## src/rtl/dp_alu_pkg.sv

```systemverilog
package dp_alu_pkg;

  typedef enum logic [3:0] {
    OP_AND = 4'd0,  OP_EOR = 4'd1,  OP_SUB = 4'd2,  OP_RSB = 4'd3,
    OP_ADD = 4'd4,  OP_ADC = 4'd5,  OP_SBC = 4'd6,  OP_RSC = 4'd7,
    OP_TST = 4'd8,  OP_TEQ = 4'd9,  OP_CMP = 4'd10, OP_CMN = 4'd11,
    OP_ORR = 4'd12, OP_MOV = 4'd13, OP_BIC = 4'd14, OP_MVN = 4'd15
  } alu_op_e;

  typedef struct packed {
    logic n;
    logic z;
    logic c;
    logic v;
  } alu_flags_t;

  function automatic logic op_is_test(alu_op_e op);
    return (op == OP_TST) || (op == OP_TEQ) || (op == OP_CMP) || (op == OP_CMN);
  endfunction

  function automatic logic op_is_arith(alu_op_e op);
    case (op)
      OP_SUB, OP_RSB, OP_ADD, OP_ADC, OP_SBC, OP_RSC, OP_CMP, OP_CMN: return 1'b1;
      default: return 1'b0;
    endcase
  endfunction

  // second operand enters the adder inverted
  function automatic logic op_inverts(alu_op_e op);
    case (op)
      OP_SUB, OP_RSB, OP_SBC, OP_RSC, OP_CMP: return 1'b1;
      default: return 1'b0;
    endcase
  endfunction

  // operands swap places before the adder
  function automatic logic op_swaps(alu_op_e op);
    return (op == OP_RSB) || (op == OP_RSC);
  endfunction

endpackage

```

## src/rtl/dp_alu_logic.sv

```systemverilog
module dp_alu_logic
  import dp_alu_pkg::*;
#(
  parameter int W = 32
) (
  input  alu_op_e        op,
  input  logic [W-1:0]   a,
  input  logic [W-1:0]   b,
  output logic [W-1:0]   res
);
  always_comb begin
    case (op)
      OP_AND, OP_TST: res = a & b;
      OP_EOR, OP_TEQ: res = a ^ b;
      OP_ORR:         res = a | b;
      OP_MOV:         res = b;
      OP_BIC:         res = a & ~b;
      OP_MVN:         res = ~b;
      default:        res = '0;
    endcase
  end
endmodule

```

## src/rtl/dp_alu_adder.sv

```systemverilog
module dp_alu_adder
  import dp_alu_pkg::*;
#(
  parameter int W = 32
) (
  input  alu_op_e        op,
  input  logic [W-1:0]   a,
  input  logic [W-1:0]   b,
  input  logic           carry_flag,
  output logic [W-1:0]   sum,
  output logic           cout,
  output logic           ovf
);
  localparam int EW = W + 1;

  logic [W-1:0]  x, y_raw, y;
  logic          cin;
  logic [EW-1:0] wide;

  always_comb begin
    x     = op_swaps(op) ? b : a;
    y_raw = op_swaps(op) ? a : b;
    y     = op_inverts(op) ? ~y_raw : y_raw;
    case (op)
      OP_ADC, OP_SBC, OP_RSC: cin = carry_flag;
      OP_SUB, OP_RSB, OP_CMP: cin = 1'b1;
      default:                cin = 1'b0;
    endcase
    wide = {1'b0, x} + {1'b0, y} + {{W{1'b0}}, cin};
    sum  = wide[W-1:0];
    cout = wide[W];
    ovf  = (x[W-1] == y[W-1]) && (sum[W-1] != x[W-1]);
  end
endmodule

```

## src/rtl/dp_alu_flags.sv

```systemverilog
module dp_alu_flags
  import dp_alu_pkg::*;
#(
  parameter int W = 32
) (
  input  alu_op_e        op,
  input  logic           set_req,
  input  logic [W-1:0]   res,
  input  logic           add_cout,
  input  logic           add_ovf,
  input  logic           shift_carry,
  input  alu_flags_t     flags_in,
  output alu_flags_t     flags_out,
  output logic           write_en
);
  logic update;

  always_comb begin
    update   = set_req || op_is_test(op);
    write_en = !op_is_test(op);
    flags_out = flags_in;
    if (update) begin
      flags_out.n = res[W-1];
      flags_out.z = (res == '0);
      if (op_is_arith(op)) begin
        flags_out.c = add_cout;
        flags_out.v = add_ovf;
      end else begin
        flags_out.c = shift_carry;
      end
    end
  end
endmodule

```

## src/rtl/dp_alu.sv

```systemverilog
module dp_alu
  import dp_alu_pkg::*;
#(
  parameter int W = 32
) (
  input  logic           clk,
  input  logic           rst_n,
  input  logic           in_valid,
  output logic           in_ready,
  input  logic [3:0]     in_opcode,
  input  logic [W-1:0]   in_op_a,
  input  logic [W-1:0]   in_op_b,
  input  logic [3:0]     in_flags,
  input  logic           in_shift_carry,
  input  logic           in_set_flags,
  output logic           out_valid,
  input  logic           out_ready,
  output logic [W-1:0]   out_result,
  output logic           out_write,
  output logic [3:0]     out_flags
);
  alu_op_e     op;
  alu_flags_t  fl_in, fl_next;
  logic [W-1:0] logic_res, add_res, res;
  logic        add_cout, add_ovf, wr_next;

  assign op    = alu_op_e'(in_opcode);
  assign fl_in = alu_flags_t'(in_flags);

  dp_alu_logic #(.W(W)) u_logic (
    .op(op), .a(in_op_a), .b(in_op_b), .res(logic_res)
  );

  dp_alu_adder #(.W(W)) u_adder (
    .op(op), .a(in_op_a), .b(in_op_b), .carry_flag(fl_in.c),
    .sum(add_res), .cout(add_cout), .ovf(add_ovf)
  );

  assign res = op_is_arith(op) ? add_res : logic_res;

  dp_alu_flags #(.W(W)) u_flags (
    .op(op), .set_req(in_set_flags), .res(res), .add_cout(add_cout),
    .add_ovf(add_ovf), .shift_carry(in_shift_carry), .flags_in(fl_in),
    .flags_out(fl_next), .write_en(wr_next)
  );

  assign in_ready = !out_valid || out_ready;

  always_ff @(posedge clk) begin
    if (!rst_n) begin
      out_valid  <= 1'b0;
      out_result <= '0;
      out_write  <= 1'b0;
      out_flags  <= '0;
    end else if (in_ready) begin
      out_valid <= in_valid;
      if (in_valid) begin
        out_result <= res;
        out_write  <= wr_next;
        out_flags  <= fl_next;
      end
    end
  end
endmodule

```

## config.mk

```make
export PLATFORM = sky130hd
export DESIGN_NAME = dp_alu
export DESIGN_NICKNAME = d
export VERILOG_FILES = /design/src/rtl/dp_alu_pkg.sv /design/src/rtl/dp_alu_logic.sv /design/src/rtl/dp_alu_adder.sv /design/src/rtl/dp_alu_flags.sv /design/src/rtl/dp_alu.sv
export SDC_FILE = /design/constraint.sdc
export NUM_CORES = 1
export LEC_CHECK = 0
export BUFFER_PORTS_ARGS = -buffer_cell sky130_fd_sc_hd__buf_4
export CAP_MARGIN = 20
export CORE_MARGIN = 8
export CORE_UTILIZATION = 45
export CTS_CLUSTER_DIAMETER = 30
export CTS_CLUSTER_SIZE = 24
export DETAILED_ROUTE_END_ITERATION = 8
export GPL_TIMING_DRIVEN = 0
export HOLD_SLACK_MARGIN = 0.15
export PLACE_DENSITY = 0.66
export SYNTH_ARGS = -nofsm -noshare
export SYNTH_HDL_FRONTEND = slang
export SYNTH_SLANG_ARGS = --single-unit
export TNS_END_PERCENT = 10
```

## constraint.sdc

```tcl
create_clock -name clk -period 6.9 [get_ports clk]
set_input_delay 1.38 -clock clk [delete_from_list [all_inputs] [get_ports clk]]
set_output_delay 1.38 -clock clk [all_outputs]
set_load 0.02 [all_outputs]
```

# Yosys cells after proc, flatten, opt, wreduce, memory -nomap -nowiden
# Memory sizes are Yosys's and may differ from the RTL's.
# Cells that the tools add are included.
totals:
  inputBits: 78
  mem_bits_rw: 0
  output_inout_bits: 39
  mem_bits_ro: 32
  mem_count: 2
  wordCells: 58
  register_bits: 38
  latchBits: 0
mem_list:
  columns: ["name", "depth", "word_bits", "read_ports", "rd_clocked_by_memory_dff", "wr", "line_no", "source"]
  rows:
  - ["(no name shown)", 16, 1, 1, 0, 0, "dp_alu_pkg.sv:22", "case (op)"]
  - ["(no name shown)", 16, 1, 1, 0, 0, "dp_alu_pkg.sv:22", null]
op_classes:
  n_div: 0
  muxes: 11
  shift: 0
  magnitude_cmp: 0
  n_addsub: 2
  multipliers: 0
  n_reduce_logical: 17
  bitwise_logic: 6
  eq_ne: 16
ops:
  columns: ["cell", "n"]
  rows:
  - ["32-bit case mux with 6 select lines", 1]
  - ["32-bit 2-to-1 mux", 4]
  - ["32-bit bitwise AND", 2]
  - ["32-bit NOT", 2]
  - ["32-bit by 32-bit adder with 33-bit output", 1]
  - ["33-bit by 1-bit adder with 33-bit output", 1]
  - ["4-bit equality test (second input constant)", 8]
  - ["32-bit logical NOT", 1]
  - ["32-bit OR", 1]
  - ["32-bit bitwise XOR", 1]
  - ["4-bit by 3-bit equality test with 1-bit output (second input constant)", 3]
  - ["4-bit by 2-bit equality test with 1-bit output (second input constant)", 2]
  - ["1-bit logical OR", 6]
  - ["3-bit OR reduction", 2]
  - ["5-bit OR reduction", 1]
  - ["4-bit by 1-bit equality test with 1-bit output (second input constant)", 1]
  - ["4-bit logical NOT", 1]
  - ["1-bit 2-to-1 mux", 4]
  - ["4-bit 2-to-1 mux", 1]
  - ["2-bit OR reduction", 2]
  - ["1-bit logical NOT", 2]
  - ["1-bit case mux with 2 select lines", 1]
  - ["2-bit AND reduction", 1]
  - ["1-bit equality test", 1]
  - ["2 further kinds", 2]

# Longest topological paths before layout
# Gate-level depths: netlist of run 1.
depth:
  depth_word: 11
  depth_mapped: 23
  mapped_depth_nobuf: 19

# By module
# Synthesis of run 1 repeated with hierarchy kept, for this count alone.
hier_totals:
  cells_unflattened: 984
  hier_area_um2: 8169.1
by_module_without_submodules:
  columns: ["module", "area_each_um2", "cells_each", "instances", "seq_area_each_um2"]
  rows:
  - ["dp_alu_adder", 3074.2, 413, 1, 0.0]
  - ["dp_alu_logic", 2519.9, 294, 1, 0.0]
  - ["dp_alu", 2408.6, 251, 1, 760.7]
  - ["dp_alu_flags", 166.4, 26, 1, 0.0]

# Least setup slack after synthesis of run 1
# No wires, ideal clock.
synth_timing:
  kind: "input to register"
  from: "input in_opcode[1]"
  to: "register out_flags[2]"
  arrival_time_ns: 5.415
  n_path_buf: 5
  t_required_ns: 6.825
  setup_time_ns: 0.075
  stages: 20
  slack_ns: 1.411
  path_cell_list: "buf_2 > buf_2 > buf_1 > buf_1 > o21ai_1 > clkbuf_1 > xnor2_1 > fa_1 > inv_1 > fa_1 > nand3_1 > a21oi_1 > o21ai_0 > a311oi_1 > or2_2 > mux2_2 > nor2_1 > and4b_1 > nand4_1 > o21ai_0"
synth_via:
  elab_chain_cells: 10
  elab_cells_between_ends: 38
  classes_between: "2 x add/sub; 14 x eq/ne; 8 x mux; 1 x bitwise; 12 x reduce/logical; 1 x memory"
synth_lines:
  columns: ["item", "line_no", "source"]
  rows:
  - ["from (decl)", "dp_alu.sv:10", "input logic [3:0] in_opcode,"]
  - ["parallel branches: the longest is 9 deep, another holds 32-bit by 32-bit adder with 33-bit output", null, null]
  - ["4-bit 2-to-1 mux *", "dp_alu_flags.sv:22", "if (update) begin"]
  - ["to (signal assigned)", "dp_alu.sv:60", "out_flags <= fl_next;"]
  - ["to (decl)", "dp_alu.sv:20", "output logic [3:0] out_flags"]
# Mark *: on every way between the ends.
# A chain may end at the register's enable or synchronous reset.

# Worst setup path after layout of run 1
layout_timing:
  from: "input in_opcode[0]"
  to: "register out_flags[2]"
# Same word-level chain as after synthesis.

==> impl_metrics.yaml, run 1 <==
synthesis:
  synth_area_um2: 6470
  yosys_register_bits: 38
  ys.flop_type: "dfxtp_1"
  synth-seq-area-share_pct: 11.8
  synth_nets: 1127
  synth-edff-count: 0
  synth_cell_types: 70
  avgSynthCellArea_um2: 6.57
  ys_warn_count: 0
  netlist_instances: 984
  postSynth.asyncResetShare_pct: 0
critical_path:
  worst-path-buf-inv: 7
  startpoint: "in_opcode[0]"
  slowest_delay_ps: 570
  rr_endpoint: "out_flags[2]"
  worst-r2r-cell-count: 10
  timing_worst_setup_path_type: "in -> reg"
  end_kind: "register"
  rrSetupSlack_ps: 4400
  crit_fanout: 10
  required_ps: 7100
  startpoint_type: "input port"
  path_delay_family: "buffers and inverters"
  cp_slowest_cell: "a2111oi_0"
  cp.arrival_ps: 6680
  r2r_start: "out_valid"
  crit_chain: "buf_4 -> buf_2 -> inv_1 -> buf_2 -> nor2_1 -> nand2_1 -> clkbuf_1 -> clkbuf_1 -> a21oi_1 -> xnor2_1 -> fa_1 -> inv_1 -> fa_1 -> xnor2_1 -> o21ai_0 -> a211oi_1 -> nor4b_1 -> nand4_1 -> a2111oi_0 -> nor4bb_1 -> nand4_1 -> o21ai_0"
routing:
  drtAntennaViolNets: 0
  vias: 8065
  wl_mm: 27.1
  dr.first_iter.drc_count: 784
  first_pass_iters: 5
  route.detailed.drc: 0
  wire_per_inst_um: 21.0
  vias_per_cell: 6.26
timing:
  post-route-min-period_ps: 6480
  maxSlewViolCount: 0
  finalCritPeriodShare_pct: 93.8
  rsz0062_at_grt: "false"
  slew_headroom_pct: 48.2
  fin_tns_setup_ps: 0
  worstMarginPinSlew_ps: 774
  setup_viol: 0
  finalClockSkew_ps: 3.32
  fmax_mhz: 154
  hold_violations: 0
place:
  gp_congestion: 0.960
  port_buffers: 113
  post-dp-hpwl_mm: 21.6
  post-place-cells: 1281
  placed_cell_area_um2: 7550
worst_hold_path:
  hp-start: "out_result[10]"
  min_delay_path_depth: 2
  min-delay-path-class: "reg -> reg"
  min_to: "out_result[10]"
clock_network:
  cts.path.max_buffers: 2
  clk_pin_slew_ps: 60
  tritoncts: "built"
  clkSinkCount: 38
  cts_setup_buffers: 0
  htreeDepth: 2
  cts_root_buffer: "clkbuf_16"
  clock_latency_ps: 280
  cts_buffers: 5
die:
  initial_core_util_pct: 45.2
  die_area_um2: 18500
  rows: 44
  die_w_um: 136
  ios: 117
  die_h_um: 136
  coreArea_um2: 14300
cells_and_area:
  fin_nets: 1246
  layout_commonest_cell: "buf_4"
  multi_input_area_um2: 5130
  most-common-layout-cells: "113 x buf_4, 108 x nor2_1, 107 x a21oi_1"
  finalNonFillerCells: 1288
  area_delta_synth_final_pct: 19.0
  final_util_pct: 53.8
  nFillCells: 1524
  seq_area_um2: 761
  drive_gt1_share_pct: 14.0
  antenna_cells: 0
  stdcell_area_um2: 7690
run:
  max-cap-violations: 0
global_routing:
  grt_pass1_wl_mm: 41.2
  grt_pass1_vias: 7402
  grt.total_usage_pct: 28.3
  antenna_found_initial: 0
  grt_max_degree: 12
  grt-ovfl-total: 0
pwr:
  seq_power_share_pct: 19.6
  p_comb_share_pct: 63.0
  design_power_total_mw: 1.32
  p_int_uw: 703
  powerDensity_nw_per_um2: 171
  irDropWorstVdd_v: 0.000104
  sw_frac_of_total_pct: 46.6
  power.switching_uw: 615
  leakage_nw: 3.54
  clockPowerShare_pct: 17.5
status:
  status: "complete, no violations"
-- layer usage --
layer  up-vias  track usage, %  part of all wire (%)
li1       3835               -                     -
met1      3758            36.0                    41
met2       384            45.5                    46
met3        88            2.70                   6.4
met4         0            16.9                   6.9
met5         -               0                     0
-- what timing repair did --
item | in CTS | in global routing
gates resized for setup | 0 | 5
hold buffers | 0 | 0
endpoints found under the setup margin | 0 | 1
-- state kept, by name (all words and copies together), names as in the netlist --
| name | count |
|---|---|
| out_flags | 4 |
| out_write | 1 |
| out_valid | 1 |
| out_result | 32 |
-- area by class of cell --
| class | instances | share of cell area, % |
|---|---|---|
| clock inverters | 1 | 0.0651 |
| flip-flops and latches | 38 | 9.89 |
| well taps | 184 | 2.99 |
| plain buffers | 70 | 3.74 |
| multi-input cells | 798 | 66.7 |
| inverters | 77 | 3.76 |
| repair buffers | 113 | 11.0 |
| clock buffers | 7 | 1.85 |
-- through the flow --
| stage | worst slack, ps | hold WS [ps] |
|---|---|---|
| floorplan | 1410 | 535 |
| global placement | -212 | 463 |
| detailed placement | -211 | 469 |
| CTS | 65.4 | 477 |
| global route | 27.6 | 487 |
| finish | 425 | 477 |
-- synthesized netlist by cell type, drive strengths merged (3+ instances only) --
library cell	number	area [um2]
a21o	13	97.6
a32oi	8	70.1
nor3	22	110
nand4	17	106
nor2	108	405
o31ai	9	72.6
mux2	3	33.8
dfxtp	38	761
xnor2	13	114
clkbuf	43	163
nand3	17	85.1
o21bai	3	22.5
mux2i	6	60.1
and2	5	31.3
nor4	3	18.8
o211a	7	70.1
nand2	99	372
buf	28	125
or2	3	18.8
o21ai	80	400
ha	63	788
a221oi	7	61.3
a22o	3	26.3
a31oi	16	100
and3	9	56.3
a22oi	18	135
nand2b	6	37.5
o21a	9	67.6
o221ai	15	131
o32ai	7	61.3
nor2b	5	31.3
o211ai	9	67.6
o221a	3	33.8
xor2	37	324
inv	76	285
a21oi	108	544
nor3b	4	30.0
or3	6	37.5
a211oi	20	150
a311oi	3	26.3
-- tightest hold or removal path, delay by kind of cell (launching register included) --
kind	cells	cell delay [ps]
AND/OR/NAND/NOR	1	50
flip-flops	1	320
AO/OA/AOI/OAI	1	50
-- how the worst max path moves through the flow --
stage / end / slack (ps) / cells past startpoint
final: out_flags[2] / 420 / 22
after global routing: out_flags[2] / 30 / 21
after CTS: out_flags[2] / 70 / 19
after detailed placement: out_flags[2] / -210 / 19
after global placement: out_flags[2] / -210 / 19
after floorplan: out_flags[2] / 1410 / 20
-- logic make-up (layout without fill, tap and decap cells) --
group	count (synthesis)	after routing	share of synthesized area, %
compound gates	363	363	36.6
simple gates	311	311	21.7
buf+inv	148	268	8.92
fa+ha+maj	65	65	12.8
xor+xnor	50	50	6.77
flops	38	38	11.8
mux	9	9	1.45
-- power groups by stage --
stage / registers [mW] / logic (mW) / clock network [mW]
floorplan: 0.290 / 0.522 / 0
global placement: 0.262 / 0.812 / 0
detailed placement: 0.262 / 0.813 / 0
CTS: 0.258 / 0.818 / 0.230
global route: 0.260 / 0.906 / 0.241
finish: 0.258 / 0.830 / 0.230
Power figures use the tool's default switching activity.
==> run 2: changes to the inputs <==
- CELL_PAD_IN_SITES_DETAIL_PLACEMENT: unset -> 0
- CELL_PAD_IN_SITES_GLOBAL_PLACEMENT: unset -> 1
- CORE_UTILIZATION: 45 -> 41
- PLACE_DENSITY: 0.66 -> 0.82
==> run 2 against run 1 <==
Against the previous run:
- critical path type unchanged
- sequential power hardly changed
- die area grew 8.6%
- via count fell by 1.9%
- sequential cell count unchanged
- clock-buffer cell count decreased by 2
- highest routed layer unchanged
- clock power decreased by 7%
- clock skew is 1.6 ps lower
- utilization fell by 4.4 points
- design area is 0.49% higher
- wire length is 0.62% higher
==> impl_metrics.yaml, run 2 (synthesis gave the netlist of run 1 again) <==
timing:
  finalCritPeriodShare_pct: 93.1
  rsz0062_at_grt: "false"
  slew_headroom_pct: 30.0
  post-route-min-period_ps: 6420
  whs_ps: 460
  final.setup.worst_slack_ps: 479
  finalClockSkew_ps: 1.71
  fmax_mhz: 156
  fin_tns_setup_ps: 0
  worstMarginPinSlew_ps: 1050
  setup_viol: 0
  hold_violations: 0
  maxSlewViolCount: 0
critical_path:
  required_ps: 7100
  crit_chain: "buf_4 -> buf_2 -> inv_1 -> buf_2 -> nor2_1 -> nand2_1 -> clkbuf_1 -> clkbuf_2 -> clkbuf_1 -> o21ai_0 -> ha_1 -> a21oi_1 -> o21ai_0 -> o31ai_1 -> a31oi_1 -> xor2_1 -> a211oi_1 -> o2111ai_1 -> nor4bb_1 -> nand4_1 -> o21ai_0"
  crit_end: "out_flags[2]"
  worst_path_most_repeated_cell: "o21ai_0"
  timing_worst_setup_path_type: "in -> reg"
  rrSetupSlack_ps: 4360
  cp.arrival_ps: 6620
  rr_endpoint: "out_flags[2]"
  worst-r2r-cell-count: 10
  cp_slowest_cell: "o31ai_1"
  crit_fanout: 10
  startpoint: "in_opcode[0]"
  end_kind: "register"
  slowest_delay_ps: 540
  startpoint_type: "input port"
  r2r_start: "out_valid"
pwr:
  power.switching_uw: 619
  seq_power_share_pct: 19.6
  p_int_uw: 692
  p_comb_share_pct: 64.0
  leakage_nw: 3.54
  sw_frac_of_total_pct: 47.2
  irDropWorstVdd_v: 0.000142
  clockPowerShare_pct: 16.4
  powerDensity_nw_per_um2: 169
run:
  max-cap-violations: 0
global_routing:
  antenna_found_initial: 0
  grt_pass1_wl_mm: 41.2
  grt_pass1_vias: 7183
  grt-ovfl-total: 0
  grt_max_degree: 20
  grt.total_usage_pct: 26.1
cells_and_area:
  area_delta_synth_final_pct: 19.5
  layout_commonest_cell: "buf_4"
  drive_gt1_share_pct: 14.5
  finalNonFillerCells: 1319
  fin_nets: 1246
  largest_reg_flops: 32
  top_regs: "out_result x32, out_flags x4"
  most-common-layout-cells: "113 x buf_4, 108 x nor2_1, 107 x a21oi_1"
  largest_register: "out_result"
  stdcell_area_um2: 7730
  antenna_cells: 0
routing:
  dr.first_iter.drc_count: 946
  route.detailed.drc: 0
  vias: 7915
  first_pass_iters: 5
  drtAntennaViolNets: 0
  vias_per_cell: 6.00
  wl_mm: 27.3
  wire_per_inst_um: 20.7
place:
  post-place-cells: 1313
  port_buffers: 113
  dp_slack_ps: -387
  gp_congestion: 0.938
  post-dp-hpwl_mm: 21.8
  placed_cell_area_um2: 7590
die:
  rows: 46
  ios: 117
  initial_core_util_pct: 41.3
  die_h_um: 142
  coreArea_um2: 15700
  die_area_um2: 20000
  die_w_um: 142
clock_network:
  holdBufCountCts: 0
  clk_pin_slew_ps: 60
  clock_latency_ps: 280
  cts.path.max_buffers: 2
  cts_buffers: 5
  clkSinkCount: 38
  htreeDepth: 2
  cts_root_buffer: "clkbuf_16"
  cts_setup_buffers: 0
  tritoncts: "built"
worst_hold_path:
  min-delay-path-class: "reg -> reg"
status:
  status: "complete, no violations"
## run 2: layout make-up
type                       instances  area [um2]
buffer                            70         293
clock buffer                       5         125
clock inverter                     2        10.0
fill                            1662        7920
inverter                          77         289
multi-input combinational        798        5130
sequential                        38         761
tap                              216         270
timing repair buffer             113         848
## run 2: what timing repair did
action	4_1_cts	5_1_grt
setup endpoints to repair	1	1
pin swaps	0	0
resized for setup	0	12
## run 2: critical path, delay by kind of cell
family | cells | cell delay, ps
buffers and inverters | 7 | 1780
AO/OA/AOI/OAI | 8 | 2190
adder cells (fa/ha/maj) | 1 | 430
AND/OR/NAND/NOR | 4 | 660
XOR/XNOR | 1 | 180
## run 2: power by group through the flow
stage                     clock network (mW)  registers [mW]  logic (mW)
after floorplan                            0           0.290       0.522
after global placement                     0           0.261       0.814
after detailed placement                   0           0.262       0.817
after CTS                              0.217           0.257       0.820
after global routing                   0.226           0.259       0.915
final                                  0.215           0.257       0.839
## run 2: worst min path at each step
stage,start,end,cells after the start
3_5_place_dp,out_result[10],out_result[10],2
2_1_floorplan,out_result[10],out_result[10],2
3_3_place_gp,out_result[10],out_result[10],2
5_1_grt,out_result[23],out_result[23],2
4_1_cts,out_result[10],out_result[10],2
6_report,out_result[10],out_result[10],2
## run 2: per-layer routing
layer	vias to the layer above	global-route usage [%]	wire length, um
met2	395	40.6	11700
met4	0	6.05	569
met1	3649	36.8	12600
met3	44	4.27	2460
li1	3827	-	-
met5	-	0	0
## run 2: stage by stage
stage | total power, mW | utilization [%]
detailed placement | 1.08 | 48.5
global route | 1.40 | 49.4
floorplan | 0.812 | -
CTS | 1.29 | 49.3
global placement | 1.08 | 48.5
finish | 1.31 | 49.4
